<file path="src/rtl/spc_pkg.sv">
package spc_pkg;
  localparam int WORD_LEN = 56;
  localparam int CNT_W    = $clog2(WORD_LEN);
  localparam int ADDR_W   = 8;
  localparam int FLAG_N   = 12;
  localparam int FIDX_W   = $clog2(FLAG_N);
  localparam int RING_LEN = WORD_LEN / 2;
  localparam int OPC_W    = 2;

  // Word positions (bit times) that fix the timing of every slot
  localparam logic [CNT_W-1:0] T_RET0  = CNT_W'(11);
  localparam logic [CNT_W-1:0] T_RET1  = CNT_W'(18);
  localparam logic [CNT_W-1:0] T_OUT0  = CNT_W'(19);
  localparam logic [CNT_W-1:0] T_OUT1  = CNT_W'(26);
  localparam logic [CNT_W-1:0] T_FLAG0 = CNT_W'(27);
  localparam logic [CNT_W-1:0] T_FLAG1 = CNT_W'(27 + FLAG_N - 1);
  localparam logic [CNT_W-1:0] T_TYPE0 = CNT_W'(45);
  localparam logic [CNT_W-1:0] T_TYPE1 = CNT_W'(46);
  localparam logic [CNT_W-1:0] T_INC0  = CNT_W'(47);
  localparam logic [CNT_W-1:0] T_INC1  = CNT_W'(47 + ADDR_W - 1);
  localparam logic [CNT_W-1:0] T_LAST  = CNT_W'(WORD_LEN - 1);

  typedef enum logic [2:0] {
    OP_NONE, OP_JSB, OP_BR, OP_RET, OP_SET, OP_CLR, OP_TST
  } op_e;

  typedef struct packed {
    op_e               op;
    logic [FIDX_W-1:0] idx;
    logic [ADDR_W-1:0] tgt;
  } pend_t;
endpackage

</file>
<file path="src/rtl/spc_decode.sv">
module spc_decode
  import spc_pkg::*;
(
  input  logic             clk,
  input  logic             rst_n,
  input  logic [CNT_W-1:0] bit_cnt,
  input  logic             instr_bit,
  output logic             cur_jsb,
  output logic             cur_br,
  output pend_t            pend
);
  logic              kind0, kind1;
  logic [ADDR_W-1:0] fld;
  pend_t             pend_nx;
  logic              in_fld;

  assign in_fld  = (bit_cnt >= T_INC0) && (bit_cnt <= T_INC1);
  assign cur_jsb = kind0 & ~kind1;
  assign cur_br  = kind0 & kind1;

  always_comb begin
    pend_nx.tgt = fld;
    pend_nx.idx = fld[OPC_W +: FIDX_W];
    unique case ({kind1, kind0})
      2'b01:   pend_nx.op = OP_JSB;
      2'b11:   pend_nx.op = OP_BR;
      2'b10: begin
        unique case (fld[OPC_W-1:0])
          2'b00:   pend_nx.op = OP_RET;
          2'b01:   pend_nx.op = OP_SET;
          2'b10:   pend_nx.op = OP_CLR;
          default: pend_nx.op = OP_TST;
        endcase
      end
      default: pend_nx.op = OP_NONE;
    endcase
  end

  always_ff @(posedge clk) begin
    if (!rst_n) begin
      kind0 <= 1'b0;
      kind1 <= 1'b0;
      fld   <= '0;
      pend  <= '{op: OP_NONE, idx: '0, tgt: '0};
    end else begin
      if (bit_cnt == T_TYPE0) kind0 <= instr_bit;
      if (bit_cnt == T_TYPE1) kind1 <= instr_bit;
      if (in_fld) fld <= {instr_bit, fld[ADDR_W-1:1]};
      if (bit_cnt == T_LAST) pend <= pend_nx;
    end
  end
endmodule

</file>
<file path="src/rtl/spc_inc.sv">
module spc_inc (
  input  logic clk,
  input  logic rst_n,
  input  logic first,
  input  logic en,
  input  logic a_bit,
  output logic sum_bit
);
  logic cy_q, cin;

  // The +1 enters as the carry into the least significant bit
  assign cin     = first ? 1'b1 : cy_q;
  assign sum_bit = a_bit ^ cin;

  always_ff @(posedge clk) begin
    if (!rst_n)  cy_q <= 1'b0;
    else if (en) cy_q <= a_bit & cin;
  end
endmodule

</file>
<file path="src/rtl/serial_pc.sv">
module serial_pc
  import spc_pkg::*;
(
  input  logic             clk,
  input  logic             rst_n,
  input  logic [CNT_W-1:0] bit_cnt,
  input  logic             instr_bit,
  input  logic             carry_in,
  input  logic             key_evt,
  output logic             addr_out,
  output logic             addr_valid,
  output logic             cond_hit
);
  logic [RING_LEN-1:0] ring;
  logic                head_nx;
  logic [ADDR_W-1:0]   sub_buf, save_buf;
  logic                take_q, take_now, sub_act;
  logic                key_pend, key_apply;
  logic                w_inc, w_out, w_ret, w_flag;
  logic [CNT_W-1:0]    fpos;
  logic                fmatch;
  logic                cur_jsb, cur_br, sum_bit;
  pend_t               pend;

  assign w_inc  = (bit_cnt >= T_INC0)  && (bit_cnt <= T_INC1);
  assign w_out  = (bit_cnt >= T_OUT0)  && (bit_cnt <= T_OUT1);
  assign w_ret  = (bit_cnt >= T_RET0)  && (bit_cnt <= T_RET1);
  assign w_flag = (bit_cnt >= T_FLAG0) && (bit_cnt <= T_FLAG1);
  assign fpos   = bit_cnt - T_FLAG0;
  assign fmatch = w_flag && (fpos == CNT_W'(pend.idx));

  spc_decode u_dec (
    .clk(clk), .rst_n(rst_n), .bit_cnt(bit_cnt), .instr_bit(instr_bit),
    .cur_jsb(cur_jsb), .cur_br(cur_br), .pend(pend)
  );

  spc_inc u_inc (
    .clk(clk), .rst_n(rst_n), .first(bit_cnt == T_INC0), .en(w_inc),
    .a_bit(ring[0]), .sum_bit(sum_bit)
  );

  // Substitution decision: fixed at the first output bit, held for the rest
  assign take_now = (pend.op == OP_RET) || ((pend.op == OP_BR) && !carry_in);
  assign sub_act  = w_out && ((bit_cnt == T_OUT0) ? take_now : take_q);

  assign key_apply = key_pend && ((bit_cnt == T_FLAG0) || (bit_cnt == T_LAST));

  always_comb begin
    head_nx = ring[0];
    if (w_inc)
      head_nx = cur_jsb ? instr_bit : sum_bit;
    else if (w_out)
      head_nx = sub_act ? sub_buf[0] : ring[0];
    else if (w_ret && (pend.op == OP_JSB))
      head_nx = save_buf[0];
    else if (fmatch && (pend.op == OP_SET))
      head_nx = 1'b1;
    else if (fmatch && (pend.op == OP_CLR))
      head_nx = 1'b0;
    if (key_apply) head_nx = 1'b1;
  end

  always_ff @(posedge clk) begin
    if (!rst_n) begin
      ring     <= '0;
      sub_buf  <= '0;
      save_buf <= '0;
      take_q   <= 1'b0;
      key_pend <= 1'b0;
      cond_hit <= 1'b0;
    end else begin
      ring <= {head_nx, ring[RING_LEN-1:1]};

      if (w_inc && cur_br)
        sub_buf <= {instr_bit, sub_buf[ADDR_W-1:1]};
      else if (w_ret && (pend.op == OP_RET))
        sub_buf <= {ring[0], sub_buf[ADDR_W-1:1]};
      else if (sub_act)
        sub_buf <= {1'b0, sub_buf[ADDR_W-1:1]};

      if (w_inc && cur_jsb)
        save_buf <= {sum_bit, save_buf[ADDR_W-1:1]};
      else if (w_ret && (pend.op == OP_JSB))
        save_buf <= {1'b0, save_buf[ADDR_W-1:1]};

      if (bit_cnt == T_OUT0) take_q <= take_now;

      key_pend <= key_evt | (key_pend & ~key_apply);
      cond_hit <= fmatch && (pend.op == OP_TST) && ring[0];
    end
  end

  assign addr_valid = w_out;
  assign addr_out   = w_out && (sub_act ? sub_buf[0] : ring[0]);
endmodule

</file>
<file path="config.mk">
export PLATFORM = sky130hd
export DESIGN_NAME = serial_pc
export DESIGN_NICKNAME = d
export VERILOG_FILES = /design/src/rtl/spc_pkg.sv /design/src/rtl/spc_decode.sv /design/src/rtl/spc_inc.sv /design/src/rtl/serial_pc.sv
export SDC_FILE = /design/constraint.sdc
export NUM_CORES = 1
export LEC_CHECK = 0
export CAP_MARGIN = 20
export CELL_PAD_IN_SITES_DETAIL_PLACEMENT = 0
export CELL_PAD_IN_SITES_GLOBAL_PLACEMENT = 1
export CORE_UTILIZATION = 50
export DETAILED_ROUTE_END_ITERATION = 8
export PLACE_DENSITY_LB_ADDON = 0.1
export SYNTH_ARGS = -nofsm -noshare
export SYNTH_HDL_FRONTEND = slang
export SYNTH_HIERARCHICAL = 1
export SYNTH_SLANG_ARGS = --single-unit
</file>
<file path="constraint.sdc">
create_clock -name clk -period 3.9 [get_ports clk]
set_input_delay 0.39 -clock clk [delete_from_list [all_inputs] [get_ports clk]]
set_output_delay 0.39 -clock clk [all_outputs]
set_load 0.1 [all_outputs]
</file>
* Yosys cells after proc, flatten, opt, wreduce, memory -nomap -nowiden *
Index checks and enable logic that the tools add are counted.

cells by class
  add/sub/neg operators = 1
  magnitude comparators = 8
  eq/ne operators = 18
  mux-type cells = 17
  bitwise logic cells = 8
  reductions and logical operators = 23

operators with widths
  cell                                                  number
  2-to-1 mux 8 bit                                      5
  equality test 6 bit (second input constant)           4
  one-hot mux 3 bit (3 select lines)                    2
  logical AND 1 bit                                     17
  equality test 6 x 5 -> 1 bit (second input constant)  2
  >= comparator 6 x 5 -> 1 bit (second input constant)  2
  <= comparator 6 x 5 -> 1 bit (second input constant)  2
  <= comparator 6 bit (second input constant)           2
  2-to-1 mux 1 bit                                      10
  equality test 3 bit (second input constant)           3
  equality test 2 bit (second input constant)           3
  equality test 3 x 2 -> 1 bit (second input constant)  2
  equality test 6 x 4 -> 1 bit                          1
  >= comparator 6 x 4 -> 1 bit (second input constant)  1
  >= comparator 6 bit (second input constant)           1
  subtractor 6 x 5 -> 6 bit (second input constant)     1
  AND 1 bit                                             4
  equality test 2 x 1 -> 1 bit (second input constant)  2
  equality test 3 x 1 -> 1 bit (second input constant)  1
  nonzero test 3 bit                                    1
  logical NOT 2 bit                                     1
  logical OR 1 bit                                      2
  inverter 1 bit                                        2
  nonzero test 2 bit                                    1
  other kinds (3)                                       3

word-level totals
  flip-flop bits (word level) = 65
  input port bits = 11
  output and inout port bits = 3
  word-level logic and storage cells = 87

* Longest topological paths before layout *
Gate-level depths: netlist (run 1).

  word-level depth = 10
  gate-level depth with buffers = 10
  depth with buffers taken out = 9

* By module *
Netlist (run 1), hierarchy kept.

modules (own cells, without submodules)
  module      times used  cells an instance  area each (um^2)  sequential area each (um^2)
  serial_pc   1           188                1905.6            940.9
  spc_decode  1           109                967.2             420.4
  spc_inc     1           5                  55.1              20.0

* Worst setup path before layout (run 1) *
Ideal clock, no wire load.

  path kind = input port to output port
  start point = input port bit_cnt[5]
  end point = output port addr_out
  data arrival time = 2709 ps
  data required time = 3510 ps
  setup slack = 801 ps
  stages = 6
  buffers on the path = 1
  cells stage by stage = buf_2 nor4b_2 nand2_1 mux2i_2 mux2i_1 nor2_1

on the way
  cells in the longest elaborated chain, start to end = 5
  elaborated cells between the ends (all ways) = 8
  classes of those cells = order compare: 2; eq/ne: 1; mux: 2; reduce/logical: 3

ends and longest elaborated chain
  item                                                        RTL line         RTL
  start, declared                                             serial_pc.sv:6   input logic [CNT_W-1:0] bit_cnt,
  >= comparator 6 x 5 -> 1 bit, or another cell as far along  serial_pc.sv:26  assign w_out = (bit_cnt >= T_OUT0) && (bit_cnt <= T_OUT1);
  logical AND 1 bit or 2-to-1 mux 1 bit (tied branches)       -
  logical AND 1 bit                                           serial_pc.sv:44  assign sub_act = w_out && ((bit_cnt == T_OUT0) ? take_now : take_q);
  2-to-1 mux 1 bit                                            serial_pc.sv:94  assign addr_out = w_out && (sub_act ? sub_buf[0] : ring[0]);
  logical AND 1 bit (*)                                       serial_pc.sv:94
  end, declared                                               serial_pc.sv:10  output logic addr_out,

Every way passes the cells marked *; elsewhere a longest branch is shown, timed or not.

* Final worst setup path (run 1) *
  start point = input port bit_cnt[2]
  end point = output port addr_out

The elaborated chain is that of the path after synthesis.

==> results of run 1 <==
## sequential cells by signal, indices dropped and copies added (netlist names)
| signal | cells |
|---|---|
| ring | 28 |
| save_buf | 8 |
| sub_buf | 8 |
| u_dec/fld | 8 |
| u_dec/pend | 7 |
| cond_hit | 1 |
| key_pend | 1 |
| take_q | 1 |
| u_dec/kind0 | 1 |
| u_dec/kind1 | 1 |
| u_inc/cy_q | 1 |
## cell usage in the layout, fill, tap and decap left out, types with 3 or more instances in the layout
master	instances
nand2_1	13
nor2_1	22
inv_1	14
mux2i_1	25
nand3_1	10
clkdlybuf4s50_1	11
and2_1	28
nand4_1	5
clkbuf_8	10
ha_1	5
buf_4	3
a21oi_1	14
nand3b_1	6
dfxtp_1	65
o21ai_0	9
xnor2_1	3
nor2b_1	5
## power groups by stage
stage / clock (µW) / sequential (µW) / combinational, µW
2_1_floorplan: 0 / 682 / 53.6
3_3_place_gp: 0 / 682 / 78.0
3_5_place_dp: 0 / 682 / 78.3
4_1_cts: 641 / 667 / 78.7
5_1_grt: 673 / 667 / 86.2
6_report: 622 / 667 / 78.2
## routing by layer
layer | vias up | global-route usage (%) | part of all wire, %
met5 | - | 0 | 0
met1 | 862 | 24.2 | 51
met3 | 6 | 4.64 | 2.9
met2 | 23 | 28.0 | 45
met4 | 0 | 6.92 | 0.82
li1 | 986 | - | -
## area by class of cell
type | instances | area [µm²] | share of cell area [%]
well taps | 70 | 87.6 | 2.80
multi-input cells | 187 | 1330 | 42.5
repair buffers | 14 | 133 | 4.24
clock inverters | 5 | 78.8 | 2.52
inverters | 15 | 56.3 | 1.80
flip-flops and latches | 65 | 1300 | 41.6
clock buffers | 11 | 141 | 4.52
## worst register-to-register path, stage by stage (launching register included)
cell and delay, ps:
dfxtp_1 360, or4b_4 510, o2bb2ai_4 190, nand2_2 110
o221ai_4 380, o221ai_1 160, and2_1 170
## worst min-delay path by stage
stage / startpoint / slack (ps) / endpoint
finish: ring[24]$_SDFF_PN0_ / 430 / ring[23]$_SDFF_PN0_
detailed placement: ring[24]$_SDFF_PN0_ / 410 / ring[23]$_SDFF_PN0_
CTS: ring[12]$_SDFF_PN0_ / 440 / ring[11]$_SDFF_PN0_
global route: ring[19]$_SDFF_PN0_ / 450 / ring[18]$_SDFF_PN0_
floorplan: ring[24]$_SDFF_PN0_ / 410 / ring[23]$_SDFF_PN0_
global placement: ring[24]$_SDFF_PN0_ / 410 / ring[23]$_SDFF_PN0_
## metrics by stage
step / instances / worst slack, ps
2_1_floorplan: 286 / 801
3_3_place_gp: 351 / 943
3_5_place_dp: 351 / 844
4_1_cts: 367 / 837
5_1_grt: 367 / 617
6_report: 367 / 825
==> metrics.cfg, run 1 <==
[worst_setup_path]
crit_fanout = 16
cp-start-kind = input port
critPathSlowestCell = clkdlybuf4s50_1
worstSetupPathType = in2out
cpPeakStageDelay_ps = 690
reg2reg_depth = 6
arrival_ps = 2690
crit_end = addr_out
path_buf_inv = 2
reg2reg_slack_ps = 1920
crit_chain = clkdlybuf4s50_1 -> nor4b_2 -> nand2_1 -> mux2i_2 -> mux2i_1 -> nor2_1 -> buf_4
startpoint = bit_cnt[2]
cp_data_required_time_ps = 3510
cpLargestDelayFamily = buffers and inverters
crit_cells = 7
timing.rr.end = sub_buf[7]$_SDFFE_PN0P_
endpoint_kind = primary output
r2r-start = u_dec/pend[14]$_SDFFE_PN0N_

[timing]
whs_ps = 433
max_freq_ghz = 0.325
rsz0062_at_grt = no
finClkSkew_ps = 8.52
slew_viol_final = 0
period_share_pct = 78.9
tightest_slew_ps = 955
fin_tns_setup_ps = 0
relSlewSlack_pct = 36.1
hold_viol_final = 0
setup_viol = 0
min_period_ps = 3080

[cts]
cts_setup_buffers = 0
cts.sinks = 65
cts-root-buf = clkbuf_8
cts-htree-levels = 3
ctsResizeCount = 0
clk_path_buf_depth = 2
cts_hold_buf = 0
clk_pin_slew_ps = 70
clock_latency_ps = 330
cts_buffers = 9
cts_tree = built

[power_and_ir_drop]
pwr-share-seq_pct = 48.8
netSwitchingPower_uw = 295
combPwrFrac_pct = 5.7
power_density_nw_per_um2 = 437
sw_frac_of_total_pct = 21.6
p_leak_uw = 0.00119
total_power_uw = 1370
clock_power_share_pct = 45.5
p_int_uw = 1070
vdd_drop_max_mv = 0.300

[floorplanning]
die-area_um2 = 5880
start_util_pct = 53.2
pin_count = 14
die-width_um = 76.7
core_um2 = 5240
rows = 26
die_h_um = 76.7

[yosys]
avgSynthCellArea_um2 = 9.75
postSynthCellCount = 286
syn-num-nets = 302
synth_area_um2 = 2790
yosys_warnings = 6

[global_route]
track_usage_pct = 18.1
grt_max_degree = 25
grt_pass1_vias = 1809
grt_pass1_wl_um = 8450
gr-total-overflow = 0
antenna_found_initial = 0

[place]
dpl.hpwl_um = 3170
port_buffers = 13
place_area_um2 = 2910
globalplace.congestion = 0.753

[flow_run]
max-cap-violations = 0

[drt]
routed_wl_um = 4750
num_vias = 1877
drt_iter0_drc = 47
remaining_drc_errors = 0
first_pass_iters = 4
post_drt_via_cell_ratio = 5.11
drt-wirelength-per-cell_um = 12.9
antenna_left = 0

[cells_and_area]
postLayoutCoreUtil_pct = 59.7
antenna_cells = 0
drive_above_1_share_pct = 9.09
final_nets = 308
syn2layout_area_growth_pct = 12.2
n_fill_cell = 492
fin_area_um2 = 3130

[worst_hold_path]
whs_path_depth = 1
hold_class = reg2reg

[run_status]
status = complete, no violations

No activity file was read; power rests on OpenSTA's default activity.
==> inputs of run 2 (changes only) <==
Settings changed: CORE_UTILIZATION 50 to 42.
Clock period 3.9 ns to 2.8 ns, I/O delays scaled along.
==> run 2 against run 1 <==
Compared with the run above: critical path depth did not move; clock skew grew 0.87 ps; design area increased by 3.5%; worst hold slack lost 6.1 ps; critical path type unchanged; highest routed layer unchanged.
==> metrics.cfg, run 2 (synthesis gave the netlist of run 1 again) <==
[timing]
slew_viol_final = 0  ; unchanged
setup_viol = 0  ; unchanged
min_period_ps = 2500
tightest_slew_ps = 589  ; -366 ps
finClkSkew_ps = 9.40  ; +0.873 ps
fin_ws_ps = 300  ; -525 ps
hold_viol_final = 0  ; unchanged
fin_tns_setup_ps = 0  ; unchanged
period_share_pct = 89.3
rsz0062_at_grt = no
max_freq_ghz = 0.400
whs_ps = 427  ; -6.07 ps
relSlewSlack_pct = 60.7  ; +25 points

[worst_setup_path]
startpoint = bit_cnt[0]
timing.rr.end = sub_buf[7]$_SDFFE_PN0P_
crit_end = addr_out
cp_data_required_time_ps = 2520  ; -990 ps
cp-start-kind = input port
worstSetupPathType = in2out
crit_fanout = 8  ; -8
endpoint_kind = primary output
arrival_ps = 2220  ; -470 ps
reg2reg_depth = 6  ; unchanged
r2r-start = u_dec/pend[14]$_SDFFE_PN0N_
reg2reg_slack_ps = 800  ; -1120 ps

[cts]
cts.sinks = 65  ; unchanged
clk_path_buf_depth = 2  ; unchanged
cts_buffers = 9  ; unchanged
cts_tree = built
cts-htree-levels = 3  ; unchanged
ctsResizeCount = 0  ; unchanged
clk_pin_slew_ps = 80  ; about the same
cts_setup_buffers = 0  ; unchanged
cts-root-buf = clkbuf_8
clock_latency_ps = 340  ; about the same
cts_hold_buf = 0  ; unchanged

[cells_and_area]
n_fill_cell = 604  ; +23%
syn2layout_area_growth_pct = 16.1
postLayoutCoreUtil_pct = 50.7  ; -9.0 points
final_nets = 317  ; +2.9%
final_cell_mix = dfxtp_1 (65), and2_1 (28), mux2i_1 (25), nor2_1 (21)
largest-register = ring
layout_commonest_cell = dfxtp_1
largest_reg_flops = 28  ; unchanged
drive_above_1_share_pct = 12.7  ; +3.7 points
antenna_cells = 0  ; unchanged

[global_route]
antenna_found_initial = 0  ; unchanged
gr-total-overflow = 0  ; unchanged
grt_pass1_vias = 1798  ; -0.61%
track_usage_pct = 15.5  ; -2.6 points
grt_pass1_wl_um = 8420  ; -0.40%
grt_max_degree = 42  ; +68%

[place]
port_buffers = 13  ; unchanged
globalplace.congestion = 0.798  ; +6.0%
dpl.hpwl_um = 3500  ; +10%
place_ws_ps = 271  ; -574 ps

[floorplanning]
die_h_um = 83.5  ; +8.9%
rows = 29  ; +12%
die-width_um = 83.5  ; +8.9%
pin_count = 14  ; unchanged
die-area_um2 = 6970  ; +19%
start_util_pct = 43.7  ; -9.6 points
core_um2 = 6390  ; +22%

[power_and_ir_drop]
p_leak_uw = 0.00124  ; +4.3%
power_density_nw_per_um2 = 601  ; +38%
vdd_drop_max_mv = 0.418  ; +40%

[drt]
remaining_drc_errors = 0  ; unchanged
num_vias = 1950  ; +3.9%
antenna_left = 0  ; unchanged
routed_wl_um = 5130  ; +8.0%
first_pass_iters = 4  ; unchanged
drt_iter0_drc = 73  ; +55%
post_drt_via_cell_ratio = 5.09  ; -0.45%
drt-wirelength-per-cell_um = 13.4  ; +3.5%

[flow_run]
max-cap-violations = 0  ; unchanged

[run_status]
status = complete, no violations

[worst_hold_path]
hold_class = reg2reg

## run 2: cell types whose count changed in the layout (fill, tap and decap cells not counted), sizes merged
cell / delta
buf: +10
clkbuf: -1
clkdlybuf4s50: -1
clkinv: -1
clkinvlp: +1
inv: +1
## run 2: critical path, cell delays in order
cell and delay, ps:
clkdlybuf4s50_1 570, ha_1 350, nand2_1 130, mux2i_2 330
mux2i_1 310, nor2_2 70, buf_12 170
## run 2: metrics by stage
stage          area [µm²]  cells  power (µW)
6_report             3240    383        1950
5_1_grt              3240    383        2020
4_1_cts              3240    383        1980
3_5_place_dp         3010    367        1070
3_3_place_gp         3010    367        1070
2_1_floorplan        2790    286        1020
## run 2: worst min-delay path by stage
stage / start / to / slack [ps] / depth (start not counted)
after CTS: ring[3]$_SDFF_PN0_ / ring[2]$_SDFF_PN0_ / 430 / 1
after detailed placement: ring[6]$_SDFF_PN0_ / ring[5]$_SDFF_PN0_ / 420 / 1
after global placement: ring[13]$_SDFF_PN0_ / ring[12]$_SDFF_PN0_ / 410 / 1
after global routing: ring[3]$_SDFF_PN0_ / ring[2]$_SDFF_PN0_ / 430 / 1
final: ring[3]$_SDFF_PN0_ / ring[2]$_SDFF_PN0_ / 430 / 1
after floorplan: key_evt / key_pend$_SDFF_PN0_ / 400 / 2
## run 2: final cells by class
| cell class | count | area [µm²] | area share (%) |
|---|---|---|---|
| tap | 77 | 96.3 | 2.98 |
| sequential | 65 | 1300 | 40.2 |
| clock inverter | 6 | 90.1 | 2.78 |
| multi-input combinational | 187 | 1330 | 41.2 |
| timing repair buffer | 23 | 223 | 6.88 |
| clock buffer | 10 | 138 | 4.25 |
| inverter | 15 | 56.3 | 1.74 |
## run 2: report_power, final
group / switching [µW] / total (µW) / internal (µW)
combinational: 70.5 / 121 / 50.8
clock: 368 / 896 / 528
sequential: 1.46 / 929 / 927
total: 440 / 1950 / 1510
## run 2: layer usage
layer / track usage (%) / up-vias / share of wire [%]
met5: 0 / - / 0
met4: 8.94 / 0 / 2.5
met3: 3.66 / 11 / 2.9
met2: 22.6 / 29 / 44
met1: 21.0 / 901 / 51
li1: - / 1009 / -
